**src/rtl/rseq_pkg.sv**
```systemverilog
package rseq_pkg;
  typedef enum logic [2:0] {
    ST_WAIT_SUP = 3'd0,
    ST_RAMP     = 3'd1,
    ST_AUX_ON   = 3'd2,
    ST_CFG      = 3'd3,
    ST_RUN      = 3'd4,
    ST_AUX_OFF  = 3'd5,
    ST_OFF      = 3'd6
  } rseq_state_e;

  typedef enum logic [1:0] {
    FLT_NONE     = 2'd0,
    FLT_DONE_TMO = 2'd1,
    FLT_RAIL     = 2'd2,
    FLT_EXT      = 2'd3
  } rseq_fault_e;
endpackage

```
**src/rtl/rseq_sync.sv**
```systemverilog
module rseq_sync #(
  parameter int W = 1
) (
  input  logic         clk,
  input  logic         rst,
  input  logic [W-1:0] d_i,
  output logic [W-1:0] q_o
);
  logic [W-1:0] meta_q;
  logic [W-1:0] stab_q;

  always_ff @(posedge clk) begin
    if (rst) begin
      meta_q <= '0;
      stab_q <= '0;
    end else begin
      meta_q <= d_i;
      stab_q <= meta_q;
    end
  end

  assign q_o = stab_q;
endmodule

```
**src/rtl/rseq_timer.sv**
```systemverilog
module rseq_timer #(
  parameter int unsigned LIMIT = 1000
) (
  input  logic clk,
  input  logic rst,
  input  logic clr_i,
  input  logic run_i,
  output logic expired_o
);
  localparam int CW = (LIMIT > 1) ? $clog2(LIMIT) : 1;
  localparam logic [CW-1:0] LAST = CW'(LIMIT - 1);

  logic [CW-1:0] cnt_q;

  always_ff @(posedge clk) begin
    if (rst || clr_i)
      cnt_q <= '0;
    else if (run_i && cnt_q != LAST)
      cnt_q <= cnt_q + 1'b1;
  end

  assign expired_o = (cnt_q == LAST);

  // counter never runs past the deadline
  p_timer_bound_r6: assert property (@(posedge clk) disable iff (rst)
    cnt_q <= LAST);
endmodule

```
**src/rtl/rseq_settle.sv**
```systemverilog
module rseq_settle #(
  parameter int N      = 4,
  parameter int SETTLE = 16
) (
  input  logic         clk,
  input  logic         rst,
  input  logic         clr_i,
  input  logic [N-1:0] good_i,
  output logic         stable_o
);
  localparam int CW = (SETTLE > 1) ? $clog2(SETTLE) : 1;
  localparam logic [CW-1:0] LAST = CW'(SETTLE - 1);

  logic [CW-1:0] cnt_q;
  logic          all_good;

  assign all_good = &good_i;

  always_ff @(posedge clk) begin
    if (rst || clr_i || !all_good)
      cnt_q <= '0;
    else if (cnt_q != LAST)
      cnt_q <= cnt_q + 1'b1;
  end

  assign stable_o = all_good && (cnt_q == LAST);

  // a dropped rail always restarts the count
  p_settle_restart_r5: assert property (@(posedge clk) disable iff (rst)
    !all_good |=> cnt_q == '0);
endmodule

```
**src/rtl/rail_seq_ctrl.sv**
```systemverilog
module rail_seq_ctrl
  import rseq_pkg::*;
#(
  parameter int unsigned CLK_HZ     = 100_000_000,
  parameter int unsigned DONE_MS    = 520,
  parameter int          SETTLE_CYC = 1024,
  parameter int          N_RAIL     = 4
) (
  input  logic              clk,
  input  logic              rst,
  input  logic              sup_ok_i,
  input  logic              core_min_i,
  input  logic [N_RAIL-1:0] rail_good_i,
  input  logic              cfg_done_i,
  input  logic              shut_req_i,
  input  logic              aux_low_i,
  input  logic              recycle_i,
  output logic              en_core_o,
  output logic              en_iolo_o,
  output logic              en_iohi_o,
  output logic              en_aux_o,
  output logic              pwr_good_o,
  output logic [2:0]        state_o,
  output logic [1:0]        fault_o
);
  localparam int unsigned TMO_CYC = (CLK_HZ / 1000) * DONE_MS;
  localparam int          NSYNC   = N_RAIL + 6;

  logic [NSYNC-1:0] raw_in, syn_in;
  logic              sup_s, core_min_s, done_s, shut_s, aux_low_s, recycle_s;
  logic [N_RAIL-1:0] good_s;

  assign raw_in = {sup_ok_i, core_min_i, cfg_done_i, shut_req_i,
                   aux_low_i, recycle_i, rail_good_i};

  rseq_sync #(.W(NSYNC)) u_sync (
    .clk(clk), .rst(rst), .d_i(raw_in), .q_o(syn_in)
  );

  assign good_s     = syn_in[N_RAIL-1:0];
  assign recycle_s  = syn_in[N_RAIL];
  assign aux_low_s  = syn_in[N_RAIL+1];
  assign shut_s     = syn_in[N_RAIL+2];
  assign done_s     = syn_in[N_RAIL+3];
  assign core_min_s = syn_in[N_RAIL+4];
  assign sup_s      = syn_in[N_RAIL+5];

  rseq_state_e state_q, state_d;
  rseq_fault_e fault_q, fault_d;
  logic        tmo, stable;
  logic        en_core_q, en_io_q, en_aux_q, pg_q;

  rseq_timer #(.LIMIT(TMO_CYC)) u_timer (
    .clk(clk), .rst(rst),
    .clr_i(state_d != state_q),
    .run_i(state_q == ST_CFG),
    .expired_o(tmo)
  );

  rseq_settle #(.N(N_RAIL), .SETTLE(SETTLE_CYC)) u_settle (
    .clk(clk), .rst(rst),
    .clr_i(state_q != ST_AUX_ON),
    .good_i(good_s),
    .stable_o(stable)
  );

  always_comb begin
    state_d = state_q;
    fault_d = fault_q;
    case (state_q)
      ST_WAIT_SUP: if (sup_s) state_d = ST_RAMP;
      ST_RAMP:     if (core_min_s) state_d = ST_AUX_ON;
      ST_AUX_ON:   if (stable) state_d = ST_CFG;
      ST_CFG: begin
        if (!(&good_s)) begin
          state_d = ST_AUX_OFF; fault_d = FLT_RAIL;
        end else if (shut_s) begin
          state_d = ST_AUX_OFF; fault_d = FLT_EXT;
        end else if (done_s) begin
          state_d = ST_RUN;
        end else if (tmo) begin
          state_d = ST_AUX_OFF; fault_d = FLT_DONE_TMO;
        end
      end
      ST_RUN: begin
        if (!(&good_s)) begin
          state_d = ST_AUX_OFF; fault_d = FLT_RAIL;
        end else if (shut_s) begin
          state_d = ST_AUX_OFF; fault_d = FLT_EXT;
        end
      end
      ST_AUX_OFF:  if (aux_low_s) state_d = ST_OFF;
      ST_OFF: begin
        if (recycle_s) begin
          state_d = ST_WAIT_SUP; fault_d = FLT_NONE;
        end
      end
      default: begin
        state_d = ST_WAIT_SUP; fault_d = FLT_NONE;
      end
    endcase
  end

  always_ff @(posedge clk) begin
    if (rst) begin
      state_q   <= ST_WAIT_SUP;
      fault_q   <= FLT_NONE;
      en_core_q <= 1'b0;
      en_io_q   <= 1'b0;
      en_aux_q  <= 1'b0;
      pg_q      <= 1'b0;
    end else begin
      state_q   <= state_d;
      fault_q   <= fault_d;
      en_core_q <= (state_d inside {ST_RAMP, ST_AUX_ON, ST_CFG, ST_RUN, ST_AUX_OFF});
      en_io_q   <= (state_d inside {ST_RAMP, ST_AUX_ON, ST_CFG, ST_RUN, ST_AUX_OFF});
      en_aux_q  <= (state_d inside {ST_AUX_ON, ST_CFG, ST_RUN});
      pg_q      <= (state_d inside {ST_CFG, ST_RUN});
    end
  end

  assign en_core_o  = en_core_q;
  assign en_iolo_o  = en_io_q;
  assign en_iohi_o  = en_io_q;
  assign en_aux_o   = en_aux_q;
  assign pwr_good_o = pg_q;
  assign state_o    = state_q;
  assign fault_o    = fault_q;

  // rails come up only after own supply was seen good
  p_sup_before_en_r2: assert property (@(posedge clk) disable iff (rst)
    $rose(en_core_q) |-> $past(sup_s));
  // aux follows core minimum, with core already on
  p_aux_after_core_r4: assert property (@(posedge clk) disable iff (rst)
    $rose(en_aux_q) |-> ($past(core_min_s) && en_core_q));
  // power-good implies every enable is on
  p_pg_rails_on_r5: assert property (@(posedge clk) disable iff (rst)
    pg_q |-> (en_core_q && en_io_q && en_aux_q));
  // power-good is low throughout shutdown
  p_pg_low_shutdown_r8: assert property (@(posedge clk) disable iff (rst)
    (state_q == ST_AUX_OFF) |-> !pg_q);
  // other rails drop only after aux is off and below threshold
  p_aux_first_r9: assert property (@(posedge clk) disable iff (rst)
    $fell(en_core_q) |-> (!en_aux_q && $past(aux_low_s) && $past(state_q) == ST_AUX_OFF));
  // cause code holds until restart
  p_fault_sticky_r10: assert property (@(posedge clk) disable iff (rst)
    (state_q != ST_OFF && fault_q != FLT_NONE) |=> fault_q == $past(fault_q));
endmodule

```
**config.mk**
```make
export PLATFORM = sky130hd
export DESIGN_NAME = rail_seq_ctrl
export DESIGN_NICKNAME = d
export VERILOG_FILES = /design/src/rtl/rseq_pkg.sv /design/src/rtl/rseq_sync.sv /design/src/rtl/rseq_timer.sv /design/src/rtl/rseq_settle.sv /design/src/rtl/rail_seq_ctrl.sv
export SDC_FILE = /design/constraint.sdc
export NUM_CORES = 1
export LEC_CHECK = 0
export ABC_AREA = 1
export BUFFER_PORTS_ARGS = -buffer_cell sky130_fd_sc_hd__buf_2
export CAP_MARGIN = 20
export CORE_ASPECT_RATIO = 1.5
export CORE_MARGIN = 1.5
export CORE_UTILIZATION = 50
export CTS_CLUSTER_SIZE = 30
export DETAILED_ROUTE_END_ITERATION = 10
export HOLD_SLACK_MARGIN = 0.05
export PLACE_DENSITY = 0.69
export SLEW_MARGIN = 10
export SYNTH_ARGS = -nofsm -noshare
export SYNTH_HDL_FRONTEND = slang
export SYNTH_HIERARCHICAL = 1
export SYNTH_SLANG_ARGS = --single-unit
```
**constraint.sdc**
```tcl
create_clock -name clk -period 2.53 [get_ports clk]
set_input_delay 0.759 -clock clk [delete_from_list [all_inputs] [get_ports clk]]
set_output_delay 0.759 -clock clk [all_outputs]
set_load 0.05 [all_outputs]
```
## After elaboration in Yosys (flattened, before gate mapping)

Cells that the tools add are included.

- Add/sub/neg operators: 2
- Multiply operators: 0
- Div/mod/pow operators: 0
- Order comparisons: 0
- Equal/unequal tests: 21
- Shifts and indexed selects: 0
- Muxes and demuxes: 20
- Bitwise operators: 1
- Reductions and logical operators: 13

Operators by type and width:

| kind | count |
|---|---|
| 2-to-1 mux 3 bit | 11 |
| adder 26 x 1 -> 26 bit (second input constant) | 1 |
| equality test 26 bit (second input constant) | 1 |
| != test 26 bit (second input constant) | 1 |
| case mux 3 bit (7 select lines) | 1 |
| equality test 3 bit (second input constant) | 5 |
| 2-to-1 mux 2 bit | 7 |
| equality test 3 x 2 -> 1 bit (second input constant) | 4 |
| adder 10 x 1 -> 10 bit (second input constant) | 1 |
| equality test 10 bit (second input constant) | 1 |
| != test 10 bit (second input constant) | 1 |
| != test 4 bit (second input constant) | 2 |
| case mux 2 bit (4 select lines) | 1 |
| equality test 3 x 1 -> 1 bit (second input constant) | 2 |
| AND reduction 5 bit | 1 |
| nonzero test 5 bit | 1 |
| AND reduction 4 bit | 1 |
| OR reduction 4 bit | 1 |
| logical NOT 3 bit | 1 |
| logical OR 1 bit | 3 |
| != test 3 x 2 -> 1 bit (second input constant) | 1 |
| != test 3 bit | 1 |
| != test 3 bit (second input constant) | 1 |
| nonzero test 3 bit | 1 |
| other kinds (5) | 6 |

- Bits in registers: 64
- Bits in latches: 0
- Bits in writable memories: 0
- Bits in read-only memories: 0
- Input port bits: 12
- Output and inout port bits: 10
- Word-level logic and storage cells: 66
- Memories: 0

## Longest topological paths before layout

Gate-level depths: netlist of the first run.

- Depth after elaboration: 8
- Gate-level depth with buffers: 18
- Depth with buffers taken out: 17

## By module

The synthesis of the first run kept the hierarchy.

By module, submodules not included:

| module | times used | cells each | area each (um^2) | sequential area each (um^2) |
|---|---|---|---|---|
| rseq_timer | 1 | 287 | 1855.5 | 520.5 |
| rseq_sync | 1 | 62 | 573.0 | 400.4 |
| rseq_settle | 1 | 81 | 553.0 | 200.2 |
| rail_seq_ctrl | 1 | 90 | 548.0 | 160.2 |

## Worst setup path after synthesis of the first run

Ideal clock, no wire load.

- Path type: reg2reg
- Start: register u_timer.cnt_q[0]
- End: register u_timer.cnt_q[20]
- Setup time: 143 ps
- Arrival: 2258 ps
- Required time: 2387 ps
- Slack: 128 ps
- Stages on the path, launching flop included: 18
- Buffers on the path: 1
- Period minus slack after synthesis: 2402 ps
- Path through: dfxtp_1 ha_1 nand2_2 nor2_4 nand2_4 inv_2 nand2_1 nor2_4 nor2_1 nand2_2 nor2_4 nor2_4 nand2_1 nand4_1 nor2_1 inv_1 clkbuf_1 a21oi_2

- Cells in the longest elaborated chain, start to end: 8
- Elaborated cells between the ends (all ways): 11
- Those cells by class: 1 x add/sub; 3 x eq/ne; 5 x mux; 2 x reduce/logical

RTL lines:

| what | line | source |
|---|---|---|
| start: declaration | rseq_timer.sv:13 | `logic [CW-1:0] cnt_q;` |
| start signal: assignment | rseq_timer.sv:19 | `cnt_q <= cnt_q + 1'b1;` |
| equality test 26 bit | rseq_timer.sv:22 | `assign expired_o = (cnt_q == LAST);` |
| named net tmo | rail_seq_ctrl.sv:50 | `logic tmo, stable;` |
| 2-to-1 mux 3 bit | rail_seq_ctrl.sv:81 | `end else if (tmo) begin` |
| 2-to-1 mux 3 bit | rail_seq_ctrl.sv:79 | `end else if (done_s) begin` |
| 2-to-1 mux 3 bit | rail_seq_ctrl.sv:77 | `end else if (shut_s) begin` |
| 2-to-1 mux 3 bit | rail_seq_ctrl.sv:75 | `if (!(&good_s)) begin` |
| case mux 3 bit (7 select lines) | rail_seq_ctrl.sv:70 | `case (state_q)` |
| != test 3 bit | rail_seq_ctrl.sv:55 | `.clr_i(state_d != state_q),` |
| logical OR 1 bit | rseq_timer.sv:16 | `if (rst \|\| clr_i)` |

The timed path passes the listed nets, and every way through them passes these cells.
A chain may end at the register's enable or synchronous reset.

## Worst setup path after layout of the first run

- Start: register u_timer.cnt_q[0]
- End: register u_timer.cnt_q[25]

Same word-level chain as after synthesis.

==> results of run 1 <==
power breakdown:
part | internal, uW | leakage (uW) | switching (uW) | total [uW]
clock network | 686 | 0.000123 | 423 | 1110
logic | 35.7 | 0.000962 | 77.3 | 113
registers | 1020 | 0.000521 | 10.1 | 1030
total | 1750 | 0.00161 | 511 | 2260
synth_stat cells:
master,count
nand2_2,11
nor2_1,92
buf_1,1
nand4_1,15
o31ai_1,1
a31oi_1,1
inv_2,5
xor2_1,12
o21ai_0,3
nor2_4,9
nand2_1,154
buf_2,2
a21oi_1,11
clkbuf_1,2
inv_1,57
dfxtp_1,64
ha_1,2
nand3b_1,6
a21oi_2,17
buf_6,4
o21ai_1,2
nand3b_4,1
nand2_4,2
xnor2_1,5
buf_12,1
nand2_8,1
nor2_2,5
buf_4,2
nand3_1,28
nor3b_1,1
clkinv_1,1
clkinv_2,1
buf_8,1
sequential cells by signal, indices dropped and copies added (netlist names):
register / cells
en_iohi_o: 1
en_aux_o: 1
u_timer/cnt_q: 26
state_o: 3
u_sync/q_o: 10
fault_o: 2
u_settle/cnt_q: 10
pwr_good_o: 1
u_sync/meta_q: 10
tightest hold or removal path, stage by stage, from the launching register on:
cell and delay [ns]:
dfxtp_1 0.30, inv_1 0.04, nor2_1 0.03
stage by stage:
stage | setup slack, ns | instance area [sq um] | std cells
2_1_floorplan | 0.128 | 3530 | 520
3_3_place_gp | 0.262 | 3690 | 614
3_5_place_dp | 0.154 | 3690 | 614
4_1_cts | 0.130 | 3940 | 630
5_1_grt | 0.0134 | 3950 | 630
6_report | 0.187 | 3950 | 630
routing by layer:
layer	up-vias	global-route usage (%)	part of all wire (%)
li1	1665	-	-
met1	1418	24.1	44
met2	45	35.4	49
met3	21	5.31	3.2
met4	0	12.1	3.4
met5	-	0	0
layout make-up:
cell class	count	area (sq um)	area share [%]
repair buffers	29	178	4.50
clock inverters	6	115	2.92
well taps	78	97.6	2.47
flip-flops and latches	64	1280	32.5
inverters	64	241	6.12
multi-input cells	379	1900	48.0
clock buffers	10	138	3.49
placed cells by master (no fill, tap or decap), drive strengths merged:
cell,netlist,final
nand3b,7,7
xnor2,5,5
inv,62,63
buf,11,29
ha,2,2
clkinvlp,0,1
nand4,15,15
nor3b,1,1
o31ai,1,1
clkinv,2,3
xor2,12,12
bufinv,0,3
nand2,168,168
a31oi,1,1
o21ai,5,5
dfxtp,64,64
clkbuf,2,10
nor2,106,106
nand3,28,28
a21oi,28,28
worst max path at each step:
stage                           from           endpoint  slack [ns]  cells past startpoint
detailed placement  u_timer/cnt_q[0]  u_timer/cnt_q[25]        0.15                     18
global route        u_timer/cnt_q[0]  u_timer/cnt_q[25]        0.01                     18
global placement    u_timer/cnt_q[0]  u_timer/cnt_q[25]        0.26                     18
finish              u_timer/cnt_q[0]  u_timer/cnt_q[25]        0.19                     18
CTS                 u_timer/cnt_q[0]  u_timer/cnt_q[25]        0.13                     18
floorplan           u_timer/cnt_q[0]  u_timer/cnt_q[20]        0.13                     17
cells by family after synthesis:
logic type | share of synthesized area [%]
adders and majority gates | 0.709
buffers and inverters | 10.1
and+or+nand+nor | 41.8
xor gates and xnor gates | 4.22
AOI/OAI and AO/OA | 6.88
DFF | 36.3
==> impl_metrics.csv, run 1 <==
group,metric,value,unit
outcome,status,"completed",
job,cap_viol_max_count,0,
floorplanning,initial_core_util,51.5,%
pwr,ir_drop,0.000441,V
pwr,finalPower,2260,uW
timing,worst_pin_slew,0.488,ns
timing,final.min_clock_period,2.34,ns
floorplanning,dieArea,0.00758,sq mm
clock_tree,cts_sinks,64,
timing,timing.final.hold_violations,0,
synth,syn_avg_cell_area,6.79,sq um
synth,seq_area_frac_synth,36.3,%
drt,wirelength,7180,um
clock_tree,clkLatencyLatePin,0.35,ns
synth,synth_top_cell_by_area,"dfxtp_1",
layout,fillCellCount,640,
clock_tree,cts_buffers,9,
clock_tree,ctsResizeCount,0,
global_route,grt_pass1_vias,3020,
clock_tree,clock_path_buffers,2,
critical_path,path_delay_family,"simple AND/OR/NAND/NOR gates",
critical_path,path_cells,"ha_2, nand2_2, nor2_4, nand2_4, inv_2, nand2_1, nor2_4, nor2_1, nand2_2, nor2_4, nor2_4, inv_2, nand2_1, nand4_1, nor2_1, inv_1, buf_12, a21oi_1",
critical_path,worstSetupPathType,"register to register",
floorplanning,core_area,0.00685,sq mm
timing,finClkSkew,0.00950,ns
hold_path,hold_path_depth,2,
clock_tree,htreeDepth,3,
synth,ys_types,33,
pwr,leakage,0.00161,uW
clock_tree,tritoncts,"yes",
synth,synthCells,520,
synth,syn_nets,534,
timing,fmax,0.427,GHz
timing,setup_viol,0,
global_route,grt-ovfl-total,0,
floorplanning,die_h,106,um
floorplanning,ioPinCount,22,
clock_tree,post-cts-setup-buffers,0,
drt,drt_iter0_drc,215,
pwr,cellPowerDensity,572,mW/mm^2
critical_path,timing.rr.start,"u_timer/cnt_q[0]",
layout,fin_util,57.6,%
hold_path,min-delay-start,"u_sync/meta_q[5]",
floorplanning,die-width,71.6,um
hold_path,min_to,"u_sync/q_o[5]",
drt,first_pass_iters,4,
clock_tree,cts.clk_slew.worst_paths,0.08,ns
global_route,grt_first_pass_wirelength,12800,um
critical_path,worst_path_most_repeated_cell,"nor2_4",
critical_path,crit_buf_inv,4,
critical_path,critPathSlowestCell,"dfxtp_2",
timing,slew_violations,0,
critical_path,reg2reg_to,"u_timer/cnt_q[25]",
critical_path,worstPathRequired,2.81,ns
drt,avgRoutedWirePerCell,11.4,um
critical_path,cp.arrival,2.63,ns
critical_path,max_stage_delay,0.36,ns
global_route,grt_usage,21.2,%
synth,synth.area.top_cells,"dfxtp_1, nand2_1, nor2_1",
timing,final.setup.tns,0,ns
drt,viasPerCell,5.00,
clock_tree,postCtsHoldBufs,0,
placed_design,gp_congestion,0.890,
layout,antennaDiodeCount,0,
timing,slew_headroom,67.4,%
critical_path,crit_path_start_kind,"register",
drt,drc_errors,0,
drt,drtAntennaViolNets,0,
global_route,grt_max_degree,25,
drt,dr_total_vias,3149,
global_route,antenna_found_initial,0,
timing,rsz0062_at_grt,"no",
floorplanning,fp-row-count,37,
layout,drive_gt1_share,18.3,%
synth,ys_ff_latch,64,
timing,whs,0.404,ns
placed_design,numPortBuffers,21,
layout,syn_to_final_growth,11.9,%
hold_path,min_path_type,"register to register",
synth,synth_top_area_share,36.3,%
placed_design,hpwl,5330,um
synth,yosys_warnings,6,
clock_tree,cts_root_buffer,"clkbuf_8",
critical_path,worstPathMaxFanout,24,
synth,synth_area,0.00353,sq mm
layout,nNetsFinal,561,
critical_path,endpoint_kind,"register",
critical_path,reg2reg_slack,0.19,ns
critical_path,r2r_cells,18,
timing,fin_crit_sh,92.6,%
Note: power is estimated with default switching activity, not from simulation.
==> inputs of run 2 (changes only) <==
Settings changed: PLACE_DENSITY 0.69 to 0.75.
==> impl_metrics.csv, run 2 (same netlist as run 1, synthesis figures left out) <==
group,metric,value,unit
outcome,status,"completed",
critical_path,max_stage_delay,0.36,ns
global_route,antenna_found_initial,0,
clock_tree,tritoncts,"yes",
floorplanning,initial_core_util,51.5,%
critical_path,crit_path_start_kind,"register",
floorplanning,ioPinCount,22,
timing,final.min_clock_period,2.31,ns
global_route,grt_usage,21.1,%
drt,drc_errors,0,
timing,fmax,0.433,GHz
critical_path,worst_path_most_repeated_cell,"nor2_4",
timing,finClkSkew,0.00540,ns
placed_design,numPortBuffers,21,
drt,wirelength,7380,um
critical_path,endpoint_kind,"register",
critical_path,worstPathRequired,2.80,ns
layout,final_cell_mix,"nand2_1, nor2_1, dfxtp_1, inv_1, nand3_1",
drt,drtAntennaViolNets,0,
layout,largest_register_ffs,26,
drt,drt_iter0_drc,265,
clock_tree,cts_buffers,9,
timing,final.setup.tns,0,ns
layout,nNetsFinal,560,
critical_path,cp.arrival,2.58,ns
global_route,grt-ovfl-total,0,
clock_tree,post-cts-setup-buffers,0,
layout,drive_gt1_share,17.7,%
global_route,grt_pass1_vias,3065,
global_route,grt_max_degree,25,
job,cap_viol_max_count,0,
clock_tree,htreeDepth,3,
drt,avgRoutedWirePerCell,11.8,um
drt,first_pass_iters,7,
critical_path,worstSetupPathType,"register to register",
global_route,grt_first_pass_wirelength,12800,um
clock_tree,clkLatencyLatePin,0.34,ns
layout,fillCellCount,662,
timing,slew_headroom,65.7,%
hold_path,min_path_type,"register to register",
placed_design,gp_congestion,0.890,
timing,setup_viol,0,
timing,slew_violations,0,
floorplanning,fp-row-count,37,
clock_tree,cts.clk_slew.worst_paths,0.07,ns
pwr,cellPowerDensity,492,mW/mm^2
critical_path,worstPathMaxFanout,24,
timing,setup_slack,0.220,ns
clock_tree,clock_path_buffers,2,
placed_design,dp_slack,0.189,ns
layout,final_common_cell,"nand2_1",
layout,top_register,"u_timer/cnt_q",
layout,antennaDiodeCount,0,
timing,timing.final.hold_violations,0,
clock_tree,postCtsHoldBufs,0,
timing,fin_crit_sh,91.3,%
drt,viasPerCell,5.07,
floorplanning,dieArea,0.00758,sq mm
layout,fin_util,56.1,%
critical_path,path_cells,"ha_2, nand2_2, nor2_4, nand2_4, inv_2, nand2_1, nor2_4, nor2_1, nand2_2, nor2_4, nor2_4, inv_2, nand2_1, nand4_1, nor2_1, inv_1, buf_12, a21oi_1",
floorplanning,core_area,0.00685,sq mm
placed_design,hpwl,5440,um
clock_tree,cts_root_buffer,"clkbuf_8",
floorplanning,die-width,71.6,um
timing,worst_pin_slew,0.514,ns
timing,rsz0062_at_grt,"no",
layout,syn_to_final_growth,8.97,%
critical_path,critPathSlowestCell,"dfxtp_2",
drt,dr_total_vias,3178,
clock_tree,cts_sinks,64,
pwr,leakage,0.00156,uW
pwr,ir_drop,0.000308,V
floorplanning,die_h,106,um
[run 2: cell count changes in the layout (fill, tap and decap cells not counted)]
cell | before | now
buf_4 | 7 | 6
clkinv_4 | 1 | 0
inv_6 | 1 | 0
ha_2 | 2 | 1
bufinv_16 | 3 | 0
clkinv_2 | 1 | 4
ha_1 | 0 | 1
[run 2: critical path: cells and delay by family (launching register included)]
family          cells  cell delay, ns
simple gates       12            1.14
buf+inv             4            0.39
flops               1            0.36
fa+ha+maj           1            0.21
compound gates      1            0.12
[run 2: power by group]
group	switching (uW)	total (uW)	internal, uW
clock network	378	744	366
registers	10.2	1040	1030
logic	78.1	114	35.8
total	467	1890	1430
[run 2: layer usage]
layer  global-route usage (%)  part of all wire [%]  up-vias
met3                     4.17                   2.1        8
met5                        0                     0        -
met2                     36.3                    54       42
met4                     11.7                   1.2        0
li1                         -                     -     1650
met1                     24.0                    43     1478
[run 2: worst paths after layout]
kind	start	end	slack [ns]	cells after the start
max	u_timer/cnt_q[0]	u_timer/cnt_q[25]	0.22	18
min	u_sync/meta_q[4]	u_sync/q_o[4]	0.41	2
max reg2reg	u_timer/cnt_q[0]	u_timer/cnt_q[25]	0.22	18
min reg2reg	u_sync/meta_q[4]	u_sync/q_o[4]	0.41	2
[run 2: what timing repair did]
action,in CTS,in global routing
resized for setup,0,3
setup endpoints to repair,0,24
hold endpoints to repair,0,0
[run 2: layout make-up]
cell class | count | area, sq um | share of cell area (%)
Multi-Input combinational cell | 379 | 1890 | 49.2
Timing Repair Buffer | 28 | 170 | 4.42
Sequential cell | 64 | 1280 | 33.4
Inverter | 64 | 241 | 6.28
Clock inverter | 4 | 22.5 | 0.586
Tap cell | 78 | 97.6 | 2.54
Clock buffer | 10 | 138 | 3.58
[run 2: per-stage QoR]
stage          cells  cell area (sq um)  hold slack, ns  power (uW)
6_report         627               3850           0.406        1890
3_3_place_gp     613               3680           0.391        1170
3_5_place_dp     613               3680           0.395        1170
2_1_floorplan    520               3530           0.388        1140
4_1_cts          627               3840           0.400        1920
5_1_grt          627               3850           0.412        1980
